## config.mk

```make
export PLATFORM = sky130hd
export DESIGN_NAME = sndctl_decode
export DESIGN_NICKNAME = d
export VERILOG_FILES = /design/src/rtl/sndctl_decode.sv
export SDC_FILE = /design/constraint.sdc
export NUM_CORES = 1
export LEC_CHECK = 0
export BUFFER_PORTS_ARGS = -buffer_cell sky130_fd_sc_hd__buf_2
export CAP_MARGIN = 20
export CORE_ASPECT_RATIO = 0.75
export CORE_MARGIN = 2
export CORE_UTILIZATION = 56
export CTS_BUF_LIST = sky130_fd_sc_hd__clkbuf_8
export CTS_CLUSTER_DIAMETER = 80
export CTS_CLUSTER_SIZE = 25
export DETAILED_ROUTE_END_ITERATION = 7
export GPL_ROUTABILITY_DRIVEN = 0
export GPL_TIMING_DRIVEN = 0
export PLACE_DENSITY = 0.88
export SLEW_MARGIN = 10
export SYNTH_ARGS = -nofsm -noshare
export SYNTH_HDL_FRONTEND = slang
export SYNTH_SLANG_ARGS = --single-unit
```

## constraint.sdc

```tcl
create_clock -name clk -period 5 [get_ports clk]
set_clock_uncertainty 0.1 [all_clocks]
set_input_delay 1 -clock clk [delete_from_list [all_inputs] [get_ports clk]]
set_output_delay 1 -clock clk [all_outputs]
set_load 0.05 [all_outputs]
```

## src/rtl/sndctl_decode.sv

```systemverilog
module sndctl_decode #(
  parameter int ADDR_W = 16,
  parameter int ROM_AW = 6
) (
  input  logic              clk,
  input  logic              rst_n,
  input  logic [ADDR_W-1:0] bus_addr,
  input  logic [7:0]        bus_wdata,
  input  logic              bus_rd,
  input  logic              bus_wr,
  output logic [7:0]        bus_rdata,
  output logic              ram_we,
  input  logic [7:0]        ram_rdata,
  output logic              rom_re,
  input  logic [7:0]        rom_rdata,
  output logic [2:0]        tmr_en,
  output logic [2:0]        tmr_period_wr,
  output logic [2:0]        tmr_cnt_clr,
  input  logic [11:0]       tmr_cnt,
  output logic [6:0]        dsp_addr,
  output logic [7:0]        dsp_wdata,
  output logic              dsp_we,
  output logic              dsp_re,
  input  logic [7:0]        dsp_rdata
);
  localparam logic [ADDR_W-5:0] PAGE_TAG = (ADDR_W-4)'(4'hF);

  logic [7:0] port_q [4];
  logic [7:0] idx_q;
  logic       rom_en_q;
  logic [2:0] en_q;

  logic       ctl;
  logic       top;
  logic [3:0] lo;

  assign ctl = bus_addr[ADDR_W-1:4] == PAGE_TAG;
  assign top = &bus_addr[ADDR_W-1:ROM_AW];
  assign lo  = bus_addr[3:0];

  always_ff @(posedge clk) begin
    if (!rst_n) begin
      en_q     <= 3'b000;
      rom_en_q <= 1'b1;
      idx_q    <= 8'h00;
      for (int i = 0; i < 4; i++) port_q[i] <= 8'h00;
    end else if (bus_wr && ctl) begin
      case (lo)
        4'h1: begin
          en_q     <= bus_wdata[2:0];
          rom_en_q <= bus_wdata[7];
          if (bus_wdata[4]) begin
            port_q[0] <= 8'h00;
            port_q[1] <= 8'h00;
          end
          if (bus_wdata[5]) begin
            port_q[2] <= 8'h00;
            port_q[3] <= 8'h00;
          end
        end
        4'h2: idx_q <= bus_wdata;
        4'h4, 4'h5, 4'h6, 4'h7: port_q[lo[1:0]] <= bus_wdata;
        default: ;
      endcase
    end
  end

  assign tmr_en    = en_q;
  assign dsp_addr  = idx_q[6:0];
  assign dsp_wdata = bus_wdata;
  assign dsp_we    = bus_wr && ctl && lo == 4'h3 && !idx_q[7];
  assign dsp_re    = bus_rd && ctl && lo == 4'h3;
  assign ram_we    = bus_wr && (!ctl || lo == 4'h8 || lo == 4'h9);
  assign rom_re    = bus_rd && top && rom_en_q;

  for (genvar i = 0; i < 3; i++) begin : g_tmr
    assign tmr_period_wr[i] = bus_wr && ctl && lo == 4'(10 + i);
    assign tmr_cnt_clr[i]   = (bus_rd || bus_wr) && ctl && lo == 4'(13 + i);
  end

  always_comb begin
    bus_rdata = 8'h00;
    if (bus_rd) begin
      if (ctl) begin
        case (lo)
          4'h2: bus_rdata = idx_q;
          4'h3: bus_rdata = dsp_rdata;
          4'h4, 4'h5, 4'h6, 4'h7: bus_rdata = port_q[lo[1:0]];
          4'h8, 4'h9: bus_rdata = ram_rdata;
          4'hD: bus_rdata = {4'h0, tmr_cnt[3:0]};
          4'hE: bus_rdata = {4'h0, tmr_cnt[7:4]};
          4'hF: bus_rdata = {4'h0, tmr_cnt[11:8]};
          default: bus_rdata = 8'h00;
        endcase
      end else if (rom_re) begin
        bus_rdata = rom_rdata;
      end else begin
        bus_rdata = ram_rdata;
      end
    end
  end
endmodule

```

==> summary.txt, run 1 <==
commonest non-fill, non-tap cells in the layout: buf_2, and2_1, edfxtp_1, nand2_1, mux2i_1
gr ovfl total: 0
Compound-Gate Fraction of Synth Area: 12.8%
main combinational cell family by area after synthesis: simple AND/OR/NAND/NOR gates
Die Y: 66.7 um
Critical Path Start: bus_addr[1]
nets: 442
Hold Path Class: reg2reg
CP Data Required Time: 3.90 ns
Setup TNS: 0 ns
Cell Pwr Density: 230 nW/um^2
Antenna Nets Post-Route: 0
worst-margin pin slew: 0.783 ns
Slew Limit Fails: 0
number of top-level pins: 100
Max Cap Viol: 0
Tot Pwr: 0.000835 W
Reg-to-Reg End: rom_en_q
worst skew pair latency: 0.30 ns
CTS HTree Levels: 2
crit path max fanout: 10
core box area: 4950 um^2
simple-gate share of the synthesized area: 25.4%
crit end category: output port
P&R area growth vs syn: 23.7%
CTS clk-pin slew, worst paths: 0.08 ns
layout cells sized above 1: 40.6%
Synth Net Count: 335
commonest non-fill, non-tap cell in the layout: buf_2
Die W: 87.5 um
status: completed
die area: 5840 um^2
Peak Freq: 255 MHz
first-pass GRT wire length: 12,300 um
Mapped Cells: 271
Initial DRT Pass Iterations: 5
clock sinks: 44
RSZ-0062 raised after global routing: no
FP Rows: 22
async set-reset flop share out of synthesis: 0%
initial antenna violation count: 0
Mapped Area: 2930 um^2
Reg2Reg Depth: 2
multiplexer area fraction after synthesis: 12.8%
Post-synth EDFFs: 32
Final Hold Violating Endpoints: 0
fin crit share: 78.5%
Final setup viols: 0
# DRC: 0
Global Route Usage Sum: 28.3%
post-cts gate resize count: 0
syn_area_per_cell: 10.8 um^2
CP Class: in2out
Final Instance Area: 3630 um^2
CTS tree: built
synthesis-stage register bit count: 44
end point of the critical path: bus_rdata[6]
Vias: 2,651
Critical Path AT: 2.83 ns
Worst Setup Start Kind: input pin
First DRT Iteration DRCs: 263
Max VDD drop: 178 uV
number of global-route vias before repair: 2,486
placed inst area: 3510 um^2
detailed-route wire length per cell: 18.6 um
total CTS buffers: 5
yosys warns: 0
worst r2r src: rom_en_q
count of input and output buffers: 97
clk buf depth: 2
ANT cells: 0
Synth cell types: 52
setup bufs post-CTS: 0
Synth Area in Adders: 0%
root buffer cell: clkbuf_8
Seq/Total Area, Yosys: 41.0%
XOR/XNOR Fraction of Synth Area: 0%
Detailed Route WL: 8170 um
final HPWL from detailed placement: 6230 um
Starting Density: 59.2%
Slew HR: 47.2%
largest net degree at the start of global routing: 15
R2R setup slack: 4.12 ns
Layout Utilization: 73.2%
worst setup margin: 1.07 ns
Primary FF master, synth: edfxtp_1
cts hold-fix bufs: 0
Pleak: 1.60 nW
vias per cell: 6.04
final critical-path required period: 3.93 ns
worst slack, placed: 1.20 ns
routing by layer:
metal	wire length, um	vias up	track usage, %
li1	-	1237	-
met1	3510	1245	38.8
met2	3760	158	46.5
met3	788	11	4.21
met4	106	0	8.85
met5	0	-	0
critical path: stages:
cell	delay, ns
buf_2	0.18
clkbuf_1	0.44
mux4_2	0.38
a22oi_1	0.32
o211ai_1	0.14
o211a_1	0.15
buf_2	0.20
cell type report:
type                    count  area (um^2)
inverters                   3         11.3
fillers                   364         1330
multi-input cells         192         1500
repair buffers            100          508
well taps                  60         75.1
clock buffers               5         68.8
clock inverters             3         42.5
plain buffers              32          221
flip-flops and latches     44         1200
sequential cells by signal, indices dropped and copies added, names as in the netlist:
register  cells
rom_en_q      1
idx_q         8
port_q       32
tmr_en        3
report_power, final:
group | total (W) | switching [W] | internal (W)
clock | 0.000272 | 0.000124 | 0.000148
sequential | 0.000407 | 0.00000405 | 0.000403
combinational | 0.000156 | 0.0000948 | 0.0000611
total | 0.000835 | 0.000223 | 0.000612
cell families after synthesis:
group	count (synthesis)
compound gates	46
buf+inv	35
flops	44
mux	32
simple gates	114
worst min-delay path by stage:
stage	end	depth (start not counted)	slack (ns)	startpoint
2_1_floorplan	idx_q[0]	2	0.35	idx_q[0]
3_3_place_gp	tmr_en[1]	2	0.34	tmr_en[1]
3_5_place_dp	tmr_en[0]	2	0.35	tmr_en[0]
4_1_cts	tmr_en[2]	2	0.37	tmr_en[2]
5_1_grt	tmr_en[2]	2	0.39	tmr_en[2]
6_report	tmr_en[2]	2	0.37	tmr_en[2]
per-stage QoR:
step / hold slack, ns / std cells
4_1_cts: 0.368 / 439
2_1_floorplan: 0.347 / 271
6_report: 0.366 / 439
3_3_place_gp: 0.344 / 428
3_5_place_dp: 0.351 / 431
5_1_grt: 0.394 / 439
synth_stat cells, drive strengths merged, types with 3 or more instances:
cell | count | share of area (%)
mux2i | 23 | 7.9
o21ai | 6 | 1.0
clkbuf | 4 | 0.55
buf | 28 | 7.0
nor3b | 4 | 1.0
a22oi | 7 | 1.8
mux4 | 4 | 3.1
inv | 3 | 0.38
o211ai | 4 | 1.0
nor3 | 4 | 0.85
and4 | 4 | 1.3
o22a | 3 | 0.90
nand2 | 24 | 3.1
nand2b | 4 | 0.85
nor2 | 7 | 0.98
and2 | 34 | 7.3
a32oi | 5 | 1.5
edfxtp | 32 | 33
nor2b | 3 | 0.64
o2111a | 3 | 1.2
nor4 | 7 | 2.0
and3 | 6 | 1.5
mux2 | 5 | 1.9
o22ai | 5 | 1.1
nand3 | 4 | 1.1
and4b | 5 | 1.7
dfxtp | 12 | 8.2
Power figures use the tool's default switching activity.
==> inputs of run 2 (changes only) <==
CORE_UTILIZATION = 52   (was 56)
PLACE_DENSITY = 0.82   (was 0.88)
clock period = 4.05 ns   (was 5 ns; I/O delays follow)
==> run 2 against run 1 <==
Net effect:
- die area grew 7.3%
- first-iteration DRC count grew 6.1%
- register-to-register slack lost 0.90 ns
- power up 23%
- critical path depth unchanged
- core utilization decreased by 5.8 points
- clock power is 22% higher
- wire length fell by 2.7%
- cell count rose by 3.0%
- via count fell by 1.8%
- sequential share of layout area about the same
- count of clock-buffer cells in the layout unchanged
==> summary.txt, run 2 (same netlist as run 1, synthesis figures left out) <==
core box area: 5380 um^2 (+8.6%)
Pleak: 1.59 nW (-0.67%)
Max Cap Viol: 0 (unchanged)
Detailed Route WL: 7940 um (-2.7%)
largest net degree at the start of global routing: 15 (unchanged)
commonest non-fill, non-tap cells in the layout: buf_2, and2_1, edfxtp_1, nand2_1, mux2i_1
post-cts gate resize count: 0 (unchanged)
R2R setup slack: 3.22 ns (-0.90 ns)
CTS clk-pin slew, worst paths: 0.08 ns (about the same)
Slew HR: 28.5% (-19 points)
Max VDD drop: 405 uV (+130%)
clock sinks: 44 (unchanged)
nets: 440 (-0.45%)
CP Class: in2out
vias per cell: 5.76 (-4.7%)
Min Hold Slack: 0.361 ns (-0.00521 ns)
P&R area growth vs syn: 23.7% (about the same)
CP Cell Sequence: buf_2, clkbuf_1, mux4_2, a22oi_1, o211ai_1, o211a_1, buf_2
commonest non-fill, non-tap cell in the layout: buf_2
CP Data Required Time: 3.14 ns (-0.76 ns)
status: completed
Die Y: 69.0 um (+3.5%)
worst slack, placed: 0.649 ns (-0.549 ns)
CP bufs+invs: 3 (unchanged)
gr ovfl total: 0 (unchanged)
Setup TNS: 0 ns (unchanged)
worst skew pair latency: 0.30 ns (about the same)
Hold Path Class: reg2reg
slowest CP cell: clkbuf_1
root buffer cell: clkbuf_8
Antenna Nets Post-Route: 0 (unchanged)
crit path max fanout: 10 (unchanged)
Vias: 2,602 (-1.8%)
Critical Path AT: 2.54 ns (-0.29 ns)
Cell Pwr Density: 283 nW/um^2 (+23%)
First DRT Iteration DRCs: 279 (+6.1%)
die area: 6260 um^2 (+7.3%)
Slew Limit Fails: 0 (unchanged)
Layout Utilization: 67.4% (-5.8 points)
Starting Density: 54.5% (-4.7 points)
worst setup margin: 0.599 ns (-0.476 ns)
final critical-path required period: 3.45 ns
most used cell, CP: buf_2
# DRC: 0 (unchanged)
WL met3: 908 um (+15%)
Die W: 90.7 um (+3.6%)
CP delay by family, top: buffers and inverters
largest register by flop count: port_q
Final setup viols: 0 (unchanged)
number of global-route vias before repair: 2,490 (+0.16%)
DR WL met2: 3630 um (-3.5%)
layout cells sized above 1: 40.3% (-0.31 points)
cts hold-fix bufs: 0 (unchanged)
count of input and output buffers: 97 (unchanged)
clk buf depth: 2 (unchanged)
initial antenna violation count: 0 (unchanged)
worst-margin pin slew: 1.06 ns (+0.278 ns)
placed inst area: 3520 um^2 (about the same)
RSZ-0062 raised after global routing: no
ANT cells: 0 (unchanged)
Global Route Usage Sum: 25.4% (-2.9 points)
Initial DRT Pass Iterations: 4 (-1)
FP Rows: 23 (+4.5%)
Largest register FFs: 32 (unchanged)
Final Hold Violating Endpoints: 0 (unchanged)
setup bufs post-CTS: 0 (unchanged)
Largest stage delay, worst path: 0.41 ns (-0.03 ns)
final HPWL from detailed placement: 6290 um (+0.97%)
detailed-route wire length per cell: 17.6 um (-5.5%)
total CTS buffers: 5 (unchanged)
CTS tree: built
Final Instance Area: 3630 um^2 (about the same)
number of top-level pins: 100 (unchanged)
CTS HTree Levels: 2 (unchanged)
Worst Setup Start Kind: input pin
crit end category: output port
WL met1: 3330 um (-5.0%)
first-pass GRT wire length: 12,600 um (+2.6%)
Highest Signal Layer: met4
fin crit share: 85.2%
Peak Freq: 290 MHz
==> run 2: cell types whose count changed in the layout (fill, tap and decap cells not counted) <==
cell / previous run / this run
o21ai_1: 0 / 1
buf_4: 22 / 19
o21ai_0: 6 / 5
buf_2: 102 / 103
==> run 2: worst min-delay path, cell delays in order, from the launching register on <==
cell and delay [ns]:
dfxtp_1 0.32, nand2_1 0.05, mux2i_1 0.05
==> run 2: cell type report <==
type / instances / area [um^2]
Buffer: 32 / 221
Tap cell: 75 / 93.8
Inverter: 3 / 11.3
Fill cell: 439 / 1750
Timing Repair Buffer: 98 / 490
Clock inverter: 3 / 42.5
Sequential cell: 44 / 1200
Multi-Input combinational cell: 192 / 1500
Clock buffer: 5 / 68.8
==> run 2: path summary, 6_finish.rpt <==
kind | start | cells after the start | to
max | bus_addr[1] | 7 | bus_rdata[6]
min | tmr_en[1] | 2 | tmr_en[1]
max reg2reg | rom_en_q | 2 | rom_en_q
min reg2reg | tmr_en[1] | 2 | tmr_en[1]
==> run 2: routing by layer <==
layer / up-vias / global-route usage, %
li1: 1234 / -
met1: 1224 / 35.6
met2: 135 / 40.2
met3: 9 / 6.34
met4: 0 / 5.30
met5: - / 0
==> run 2: stage by stage <==
stage | total power (W) | cells
finish | 0.00103 | 452
global route | 0.00105 | 452
floorplan | 0.000627 | 271
global placement | 0.000697 | 443
detailed placement | 0.000700 | 444
CTS | 0.00102 | 452
==> run 2: power by group <==
| group | switching, W | internal, W |
|---|---|---|
| registers | 0.00000556 | 0.000497 |
| clock network | 0.000151 | 0.000183 |
| logic | 0.000115 | 0.0000739 |
| total | 0.000271 | 0.000754 |
==> inputs of run 3 (changes only) <==
CORE_MARGIN = unset   (was 2)
HOLD_SLACK_MARGIN = 0.02   (was unset)
==> run 3 against run 2 <==
Net effect:
- register-to-register slack got worse by 0.08 ns
- critical path depth unchanged
- cell count rose by 0.66%
- count of clock-buffer cells in the layout unchanged
- wire length grew 3.0%
==> summary.txt, run 3 (same netlist as run 1, synthesis figures left out) <==
Final setup viols: 0 (unchanged)
Gate power share: 20.2% (+1.7 points)
DR WL met2: 3810 um (+5.0%)
Vias: 2,690 (+3.4%)
most used cell, CP: buf_2
CTS HTree Levels: 2 (unchanged)
Hold Path Class: reg2reg
largest register by flop count: port_q
Setup TNS: 0 ns (unchanged)
fin crit share: 90.7% (+5.5 points)
CTS clk-pin slew, worst paths: 0.08 ns (about the same)
Psw: 0.000272 W (+0.30%)
die area: 5950 um^2 (-5.0%)
initial antenna violation count: 1 (+1)
first-pass GRT wire length: 11,900 um (-6.0%)
cts hold-fix bufs: 0 (unchanged)
CP delay by family, top: buffers and inverters
RSZ-0062 raised after global routing: no
slowest CP cell: clkbuf_1
Peak Freq: 272 MHz (-6.0%)
Flop pwr share: 52.1% (+3.1 points)
clock sinks: 44 (unchanged)
Max VDD drop: 214 uV (-47%)
number of top-level pins: 100 (unchanged)
worst skew pair latency: 0.29 ns (about the same)
Max Cap Viol: 0 (unchanged)
Slew Limit Fails: 0 (unchanged)
CTS tree: built
clk buf depth: 2 (unchanged)
Global Route Usage Sum: 27.5% (+2.1 points)
First DRT Iteration DRCs: 290 (+3.9%)
WL met1: 3330 um (-0.21%)
Worst Setup Start Kind: input pin
detailed-route wire length per cell: 18.0 um (+2.3%)
Starting Density: 54.5% (unchanged)
number of global-route vias before repair: 2,335 (-6.2%)
Die W: 88.7 um (-2.2%)
CP Class: in2out
crit path max fanout: 10 (unchanged)
Highest Signal Layer: met4
CP Cell Sequence: buf_2, clkbuf_1, mux4_2, a22oi_1, o211ai_1, o211a_1, buf_2
Largest stage delay, worst path: 0.46 ns (+0.05 ns)
Critical Path AT: 2.76 ns (+0.22 ns)
final HPWL from detailed placement: 6290 um (+0.11%)
layout cells sized above 1: 40.6% (+0.31 points)
nets: 442 (+0.45%)
placed inst area: 3530 um^2 (+0.50%)
WL met3: 956 um (+5.3%)
largest net degree at the start of global routing: 15 (unchanged)
gr ovfl total: 0 (unchanged)
Largest register FFs: 32 (unchanged)
Tot Pwr: 0.000963 W (-6.1%)
P&R area growth vs syn: 23.5%
fill cell count: 418 (-4.8%)
Sw Ratio: 28.3% (+1.8 points)
CP Data Required Time: 3.14 ns (about the same)
final critical-path required period: 3.67 ns (+0.221 ns)
crit end category: output port
Antenna Nets Post-Route: 0 (unchanged)
Detailed Route WL: 8180 um (+3.0%)
Slew HR: 51.2% (+23 points)
commonest non-fill, non-tap cells in the layout: buf_2, and2_1, edfxtp_1, nand2_1, mux2i_1
# DRC: 0 (unchanged)
CP bufs+invs: 3 (unchanged)
worst-margin pin slew: 0.724 ns (-0.337 ns)
root buffer cell: clkbuf_8
Initial DRT Pass Iterations: 5 (+1)
core box area: 5380 um^2 (unchanged)
Final Hold Violating Endpoints: 0 (unchanged)
total CTS buffers: 5 (unchanged)
Pleak: 1.59 nW (about the same)
Final Instance Area: 3620 um^2 (-0.17%)
Die Y: 67.0 um (-2.9%)
Clk pwr share: 27.8% (-4.7 points)
setup bufs post-CTS: 0 (unchanged)
vias per cell: 5.91 (+2.7%)
Cell Pwr Density: 266 nW/um^2 (-5.9%)
P_int: 0.000691 W (-8.4%)
FP Rows: 23 (unchanged)
commonest non-fill, non-tap cell in the layout: buf_2
count of input and output buffers: 97 (unchanged)
status: completed
post-cts gate resize count: 0 (unchanged)
==> run 3: path summary, 6_finish.rpt <==
check	cells after the start	slack (ns)	end	startpoint
setup / recovery	7	0.38	bus_rdata[6]	bus_addr[1]
hold / removal	2	0.36	tmr_en[0]	tmr_en[0]
setup reg to reg	2	3.14	rom_en_q	rom_en_q
hold reg to reg	2	0.36	tmr_en[0]	tmr_en[0]
==> run 3: area by class of cell <==
cell class              count  area, um^2  area share (%)
plain buffers              32         221            6.12
clock buffers               5        68.8            1.90
flip-flops and latches     44        1200            33.2
clock inverters             3        16.3           0.449
diodes                      1        2.50          0.0691
well taps                  75        93.8            2.59
multi-input cells         192        1500            41.4
inverters                   3        11.3           0.311
repair buffers            100         508            14.0
==> run 3: power groups by stage <==
stage                     Clock (W)  Sequential, W  Combinational, W
after detailed placement          0       0.000512          0.000191
final                      0.000267       0.000501          0.000194
after global routing       0.000283       0.000503          0.000206
after floorplan                   0       0.000510          0.000117
after CTS                  0.000267       0.000501          0.000192
after global placement            0       0.000511          0.000186
==> run 3: per-layer routing <==
metal	vias up	track usage (%)
met5	-	0
met4	0	8.67
met3	17	7.56
met2	180	45.0
met1	1257	35.4
li1	1236	-
==> run 3: tightest hold or removal path: stages, from the launching register on <==
cell     delay, ns
dfxtp_1       0.32
nand2_1       0.05
mux2i_1       0.05
==> run 3: through the flow <==
stage | setup WS (ns) | std cells | util, % | hold WS, ns
2_1_floorplan | 0.203 | 271 | - | 0.347
3_3_place_gp | 0.525 | 443 | 65.2 | 0.345
3_5_place_dp | 0.487 | 446 | 65.7 | 0.348
4_1_cts | 0.478 | 454 | 67.2 | 0.368
5_1_grt | 0.321 | 454 | 67.2 | 0.381
6_report | 0.378 | 455 | 67.3 | 0.365
